==> src/rtl/mrs_pkg.sv <==
package mrs_pkg;
   localparam int unsigned NPORT   = 5;
   localparam int unsigned PI_LOC  = 0;
   localparam int unsigned PI_EAST = 1;
   localparam int unsigned PI_WEST = 2;
   localparam int unsigned PI_NRTH = 3;
   localparam int unsigned PI_STH  = 4;
   // index of each remote direction in the packed occupancy array
   localparam int unsigned NDIR    = 4;
   localparam int unsigned DI_E    = 0;
   localparam int unsigned DI_W    = 1;
   localparam int unsigned DI_N    = 2;
   localparam int unsigned DI_S    = 3;
   typedef logic [NPORT-1:0] portvec_t;

   function automatic portvec_t port_bit(input int unsigned idx);
      portvec_t v;
      v = '0;
      v[idx] = 1'b1;
      return v;
   endfunction
endpackage

==> src/rtl/mrs_admit.sv <==
module mrs_admit
   import mrs_pkg::*;
#(
   parameter int unsigned COORD_W     = 3,
   parameter bit          ADAPTIVE_EN = 1'b1
) (
   input  logic               det_mode,
   input  logic [COORD_W-1:0] cur_x,
   input  logic [COORD_W-1:0] cur_y,
   input  logic [COORD_W-1:0] dst_x,
   input  logic [COORD_W-1:0] dst_y,
   output portvec_t           adm
);
   logic go_e, go_w, go_n, go_s, use_det;
   portvec_t v_det, v_ada;

   assign go_e = dst_x > cur_x;
   assign go_w = dst_x < cur_x;
   assign go_n = dst_y > cur_y;
   assign go_s = dst_y < cur_y;

   generate
      if (ADAPTIVE_EN) begin : g_mode_sel
         assign use_det = det_mode;
      end else begin : g_det_only
         assign use_det = 1'b1;
      end
   endgenerate

   // column-first: finish X, then Y, then deliver
   always_comb begin
      if (go_w)      v_det = port_bit(PI_WEST);
      else if (go_e) v_det = port_bit(PI_EAST);
      else if (go_n) v_det = port_bit(PI_NRTH);
      else if (go_s) v_det = port_bit(PI_STH);
      else           v_det = port_bit(PI_LOC);
   end

   // west-first: westward legs are taken before any other, alone
   always_comb begin
      v_ada = '0;
      if (go_w) begin
         v_ada[PI_WEST] = 1'b1;
      end else if (!go_e && !go_n && !go_s) begin
         v_ada[PI_LOC] = 1'b1;
      end else begin
         v_ada[PI_EAST] = go_e;
         v_ada[PI_NRTH] = go_n;
         v_ada[PI_STH]  = go_s;
      end
   end

   assign adm = use_det ? v_det : v_ada;
endmodule

==> src/rtl/mrs_select.sv <==
module mrs_select
   import mrs_pkg::*;
#(
   parameter int unsigned OCC_W = 3,
   parameter int unsigned DEPTH = 4
) (
   input  portvec_t                     adm,
   input  logic [NDIR-1:0][OCC_W-1:0]   occ,
   output portvec_t                     pick
);
   localparam int unsigned FW = OCC_W + 1;
   localparam logic [FW-1:0] DEPTH_V = FW'(DEPTH);

   logic [NDIR-1:0][FW-1:0] free_n;

   generate
      for (genvar d = 0; d < NDIR; d++) begin : g_free
         logic [FW-1:0] occ_x;
         assign occ_x     = {1'b0, occ[d]};
         assign free_n[d] = (occ_x >= DEPTH_V) ? '0 : (DEPTH_V - occ_x);
      end
   endgenerate

   logic          has_x, has_y;
   logic [FW-1:0] fx, fy;
   portvec_t      px, py;

   always_comb begin
      has_x = adm[PI_EAST] | adm[PI_WEST];
      has_y = adm[PI_NRTH] | adm[PI_STH];
      px    = adm[PI_EAST] ? port_bit(PI_EAST) : port_bit(PI_WEST);
      fx    = adm[PI_EAST] ? free_n[DI_E] : free_n[DI_W];
      py    = adm[PI_NRTH] ? port_bit(PI_NRTH) : port_bit(PI_STH);
      fy    = adm[PI_NRTH] ? free_n[DI_N] : free_n[DI_S];
      if (has_x && has_y) pick = (fy > fx) ? py : px;
      else                pick = adm;
   end
endmodule

==> src/rtl/mrs_hold.sv <==
module mrs_hold
   import mrs_pkg::*;
(
   input  logic     clk,
   input  logic     rst_n,
   input  logic     head_valid,
   input  logic     route_done,
   input  portvec_t pick,
   output portvec_t sel_port,
   output logic     sel_valid
);
   always_ff @(posedge clk or negedge rst_n) begin
      if (!rst_n) begin
         sel_valid <= 1'b0;
         sel_port  <= '0;
      end else if (sel_valid) begin
         if (route_done) begin
            sel_valid <= 1'b0;
            sel_port  <= '0;
         end
      end else if (head_valid) begin
         sel_valid <= 1'b1;
         sel_port  <= pick;
      end
   end
endmodule

==> src/rtl/mesh_route_sel.sv <==
module mesh_route_sel
   import mrs_pkg::*;
#(
   parameter int unsigned COORD_W     = 3,
   parameter int unsigned OCC_W       = 3,
   parameter int unsigned DEPTH       = 4,
   parameter bit          ADAPTIVE_EN = 1'b1
) (
   input  logic               clk,
   input  logic               rst_n,
   input  logic               det_mode,
   input  logic               head_valid,
   input  logic               route_done,
   input  logic [COORD_W-1:0] cur_x,
   input  logic [COORD_W-1:0] cur_y,
   input  logic [COORD_W-1:0] dst_x,
   input  logic [COORD_W-1:0] dst_y,
   input  logic [OCC_W-1:0]   occ_east,
   input  logic [OCC_W-1:0]   occ_west,
   input  logic [OCC_W-1:0]   occ_north,
   input  logic [OCC_W-1:0]   occ_south,
   output logic [4:0]         adm_set,
   output logic [4:0]         sel_port,
   output logic               sel_valid
);
   generate
      if (COORD_W < 1 || COORD_W > 16) begin : g_bad_coord
         $error("COORD_W out of range");
      end
      if (DEPTH < 1 || DEPTH >= (1 << OCC_W)) begin : g_bad_depth
         $error("DEPTH must be at least 1 and fit in OCC_W bits");
      end
   endgenerate

   portvec_t adm_w, pick_w, sel_w;
   logic [NDIR-1:0][OCC_W-1:0] occ_pk;

   always_comb begin
      occ_pk       = '0;
      occ_pk[DI_E] = occ_east;
      occ_pk[DI_W] = occ_west;
      occ_pk[DI_N] = occ_north;
      occ_pk[DI_S] = occ_south;
   end

   mrs_admit #(.COORD_W(COORD_W), .ADAPTIVE_EN(ADAPTIVE_EN)) u_admit (
      .det_mode (det_mode),
      .cur_x    (cur_x),
      .cur_y    (cur_y),
      .dst_x    (dst_x),
      .dst_y    (dst_y),
      .adm      (adm_w)
   );

   mrs_select #(.OCC_W(OCC_W), .DEPTH(DEPTH)) u_select (
      .adm  (adm_w),
      .occ  (occ_pk),
      .pick (pick_w)
   );

   mrs_hold u_hold (
      .clk        (clk),
      .rst_n      (rst_n),
      .head_valid (head_valid),
      .route_done (route_done),
      .pick       (pick_w),
      .sel_port   (sel_w),
      .sel_valid  (sel_valid)
   );

   assign adm_set  = adm_w;
   assign sel_port = sel_w;
endmodule

==> config.mk <==
export PLATFORM = sky130hd
export DESIGN_NAME = mesh_route_sel
export DESIGN_NICKNAME = d
export VERILOG_FILES = /design/src/rtl/mrs_pkg.sv /design/src/rtl/mrs_admit.sv /design/src/rtl/mrs_select.sv /design/src/rtl/mrs_hold.sv /design/src/rtl/mesh_route_sel.sv
export SDC_FILE = /design/constraint.sdc
export NUM_CORES = 1
export LEC_CHECK = 0
export ABC_AREA = 1
export BUFFER_PORTS_ARGS = -buffer_cell sky130_fd_sc_hd__buf_2
export CORE_MARGIN = 2
export CORE_UTILIZATION = 47
export CTS_BUF_LIST = sky130_fd_sc_hd__clkbuf_8
export CTS_CLUSTER_DIAMETER = 200
export CTS_CLUSTER_SIZE = 24
export DETAILED_ROUTE_END_ITERATION = 8
export PLACE_DENSITY_LB_ADDON = 0.1
export SKIP_CTS_REPAIR_TIMING = 1
export SLEW_MARGIN = 20
export SYNTH_ARGS = -nofsm -noshare
export SYNTH_HDL_FRONTEND = slang
export SYNTH_SLANG_ARGS = --single-unit
export TNS_END_PERCENT = 5
==> constraint.sdc <==
create_clock -name clk -period 1.1 [get_ports clk]
set_clock_uncertainty 0.05 [all_clocks]
set_input_delay 0.055 -clock clk [delete_from_list [all_inputs] [get_ports clk]]
set_output_delay 0.055 -clock clk [all_outputs]
set_load 0.1 [all_outputs]
==> impl_metrics.yaml, run 1 <==
timing:
  timing.repair.worst_endpoint_type: "register data pin"
  worstEndpointGrtRepair: "u_hold.sel_port[3]$_DFFE_PN0P_/D"
synthesis:
  syn_area_um2: 792
  synth_cell_types: 16
  synth_top_area_cell: "ha_1"
  synth_seq_cells: 6
  ys.flop_type: "dfrtp_1"
  postSynthCellCount: 129
  synth_seq_area_share: 0.190
  synth_warnings: 0
  synth_top_area_frac: 0.221
  synthArstFlopShare: 1.00
  synth_edf_count: 0
  synthTopCellsByCount: "inv_1, nand2_1, ha_1, nor2_1, nand3_1"
  syn-num-nets: 172
  synthTopCellsByArea: "ha_1, dfrtp_1, inv_1, nand2_1, nor2_1"
  syn_area_per_cell_um2: 6.14
status:
  error_line: "[ERROR DPL-0038] Utilization greater than 100%, impossible to legalize"
  outcome: "aborted with a tool error"
  stop_stage: "5_1_grt"
clock_network:
  cts.path.max_buffers: 2
  cts_root_buffer: "clkbuf_8"
  cts-htree-levels: 1
  cts.sinks: 6
  cts_buffers: 3
floorplanning:
  io_pins: 40
  start_util: 0.514
  row_count: 14
  die_y_um: 45.1
  die_w_um: 45.1
place:
  place_congestion: 0.796
  io_buffer_count: 39
  hpwl_um: 1890
global_route:
  grt_max_degree: 9
[through the flow]
stage / std cells / worst slack (ps) / instance area, µm² / utilization / setup TNS, ps
CTS: 203 / -894 / 1400 / 0.907 / -4330
global placement: 200 / -930 / 1360 / 0.881 / -4170
floorplan: 129 / -1100 / 857 / - / -7220
detailed placement: 200 / -1070 / 1360 / 0.881 / -5100
[logic make-up after synthesis]
group / after synthesis / share of synthesized area
other: 2 / 0.00948
buffers and inverters: 34 / 0.161
AOI/OAI and AO/OA: 12 / 0.0790
and+or+nand+nor: 61 / 0.340
DFF: 6 / 0.190
adders and majority gates: 14 / 0.221
==> run 2: changes to the inputs <==
- CORE_AREA: unset -> 2 2 63 65
- CORE_MARGIN: 2 -> unset
- CORE_UTILIZATION: 47 -> unset
- CTS_BUF_LIST: sky130_fd_sc_hd__clkbuf_8 -> unset
- CTS_CLUSTER_DIAMETER: 200 -> unset
- CTS_CLUSTER_SIZE: 24 -> unset
- DIE_AREA: unset -> 0 0 65 67
- PLACE_DENSITY_LB_ADDON: 0.1 -> 0.15
==> impl_metrics.yaml, run 2 <==
floorplanning:
  start_util: 0.220
  die_w_um: 65
  core_um2: 3610
  die_y_um: 67
  io_pins: 40
  die_area_um2: 4360
  row_count: 22
timing:
  setup_viol: 9
  hold_slack_ps: 3.97
  final-max-slew-violation-count: 0
  rsz0062_at_grt: "yes"
  min_period_ps: 1720
  min_period_over_period: 1.56
  setup_ws_ps: -619
  fmax_mhz: 582
  hold_viol_final: 0
power_and_ir_drop:
  power_frac_comb: 0.644
  switching_share: 0.455
  total_power_mw: 1.72
  p_int_mw: 0.939
  vdd_drop_max_uv: 334
  power.net_switching_mw: 0.783
  seq_power_share: 0.160
  leakage_nw: 0.871
  clkPwrFrac: 0.196
  powerDensity_nw_per_um2: 1090
clock_network:
  cts.sinks: 6
  clock_latency_ps: 230
  cts_buffers: 3
  cts-htree-levels: 1
  cts_root_buffer: "clkbuf_8"
  cts.path.max_buffers: 2
  cts_tree: "done"
  path_clk_slew_ps: 40
synthesis:
  synth_top_family_by_area: "simple AND/OR/NAND/NOR gates"
  synth_top_area_cell: "ha_1"
  synth_top_area_frac: 0.221
  synthTopCellsByCount: "inv_1, nand2_1, ha_1, nor2_1, nand3_1"
  yosys.area_share.simple: 0.340
  synthMuxAreaShare: 0
  synth_seq_cells: 6
  synth_cell_types: 16
  synth_xor_area_frac: 0
  postSynthCellCount: 129
  synth_edf_count: 0
  yosys.area_share.adder: 0.221
  synthArstFlopShare: 1.00
  synth_warnings: 0
  syn_area_per_cell_um2: 6.14
  synth_compound_area_frac: 0.0790
  synthTopCellsByArea: "ha_1, dfrtp_1, inv_1, nand2_1, nor2_1"
  syn-num-nets: 172
  synth_seq_area_share: 0.190
  ys.flop_type: "dfrtp_1"
  syn_area_um2: 792
place:
  place_area_um2: 1380
  place_congestion: 0.739
  hpwl_um: 1810
  dp_slack_ps: -1040
  io_buffer_count: 39
  placed_cells: 230
drt:
  routedWlPerCell_um: 8.95
  via_count: 953
  drcViolationCount: 0
  drt_iter0_drc: 27
  vias_per_cell: 4.00
  ant_nets: 0
  wirelength_um: 2130
  dr.pass1.iters: 2
layout:
  drive_above_1_share: 0.484
  nNetsFinal: 235
  n_antenna_cell: 0
  fin_cells: 238
  top_register: "u_hold.sel_port"
  area_delta_synth_final_pct: 99.7
  final_common_cell: "nand2_1"
  reg.largest.list: "u_hold.sel_port (5), u_hold.sel_valid (1)"
  final_area_um2: 1580
  largest_register_ffs: 5
  mostFrequentLayoutCells: "nand2_1, inv_1, buf_2"
worst_setup_path:
  cp.required_ps: 1160
  r2r_slack_ps: 110
  critPathLaunch: "dst_x[2]"
  r2r_cells: 6
  critPathMaxFanout: 5
  rr_endpoint: "u_hold.sel_port[2]"
  reg2reg_from: "u_hold.sel_valid"
  crit_path_start_kind: "input port"
  cp_data_arrival_time_ps: 1780
  end_kind: "flop"
  critPathKind: "input port to flop"
  crit_path_end: "u_hold.sel_port[3]"
global_route:
  grt_pass1_vias: 892
  grt_pass1_wl_um: 3580
  grt_use_total: 0.105
  antenna_found_initial: 0
  grt-ovfl-total: 0
  grt_max_degree: 9
job:
  maxCapViolations: 0
status:
  violations: "setup timing"
  outcome: "finished with violations"
min_path:
  hold_class: "input port to flop"
[run 2: power groups by stage]
| stage | Combinational (mW) | Clock, mW | Sequential, mW |
|---|---|---|---|
| 2_1_floorplan | 0.418 | 0 | 0.451 |
| 3_3_place_gp | 0.980 | 0 | 0.276 |
| 3_5_place_dp | 0.994 | 0 | 0.278 |
| 4_1_cts | 0.996 | 0.350 | 0.275 |
| 5_1_grt | 1.20 | 0.369 | 0.280 |
| 6_report | 1.11 | 0.338 | 0.275 |
[run 2: worst min path at each step]
stage / start / to / cells past startpoint
3_3_place_gp: rst_n / u_hold.sel_port[0] / 1
2_1_floorplan: rst_n / u_hold.sel_port[0] / 0
5_1_grt: route_done / u_hold.sel_valid / 2
3_5_place_dp: rst_n / u_hold.sel_port[3] / 1
6_report: route_done / u_hold.sel_valid / 2
4_1_cts: rst_n / u_hold.sel_valid / 1
[run 2: metal layers]
metal	track usage	share of wire
met1	0.119	0.40
met4	0.0479	0.012
met3	0.0186	0.041
met2	0.191	0.54
met5	0	0
[run 2: final cells by class]
class	instances	area [µm²]
Clock buffer	3	41.3
Fill cell	374	2020
Sequential cell	6	150
Inverter	34	135
Tap cell	48	60.1
Timing Repair Buffer	58	528
Multi-Input combinational cell	89	667
[run 2: per-stage QoR]
| stage | setup TNS [ps] | utilization |
|---|---|---|
| after floorplan | -7220 | - |
| after global placement | -4500 | 0.383 |
| after detailed placement | -4860 | 0.383 |
| after CTS | -3840 | 0.395 |
| after global routing | -4020 | 0.439 |
| final | -3120 | 0.439 |
[run 2: worst max-delay path, stage by stage]
cell and delay [ps]:
buf_2 110, ha_4 300, nand3_4 80, nand2_4 120, nand2_4 60, nor2_4 140
nand3_1 90, nand2_1 120, ha_4 220, nand2_1 60, nand2_1 60, nand2_2 70
nand2_1 50, nand2_1 60, nand2_1 60, nand3_1 70, nand2_1 50
[run 2: cells by family (layout without fill, tap and decap cells)]
family	Yosys count	after routing
compound gates	12	12
buf+inv	34	95
fa+ha+maj	14	14
flops	6	6
other cells	2	2
simple gates	61	61
(Power assumes the default switching activity.)
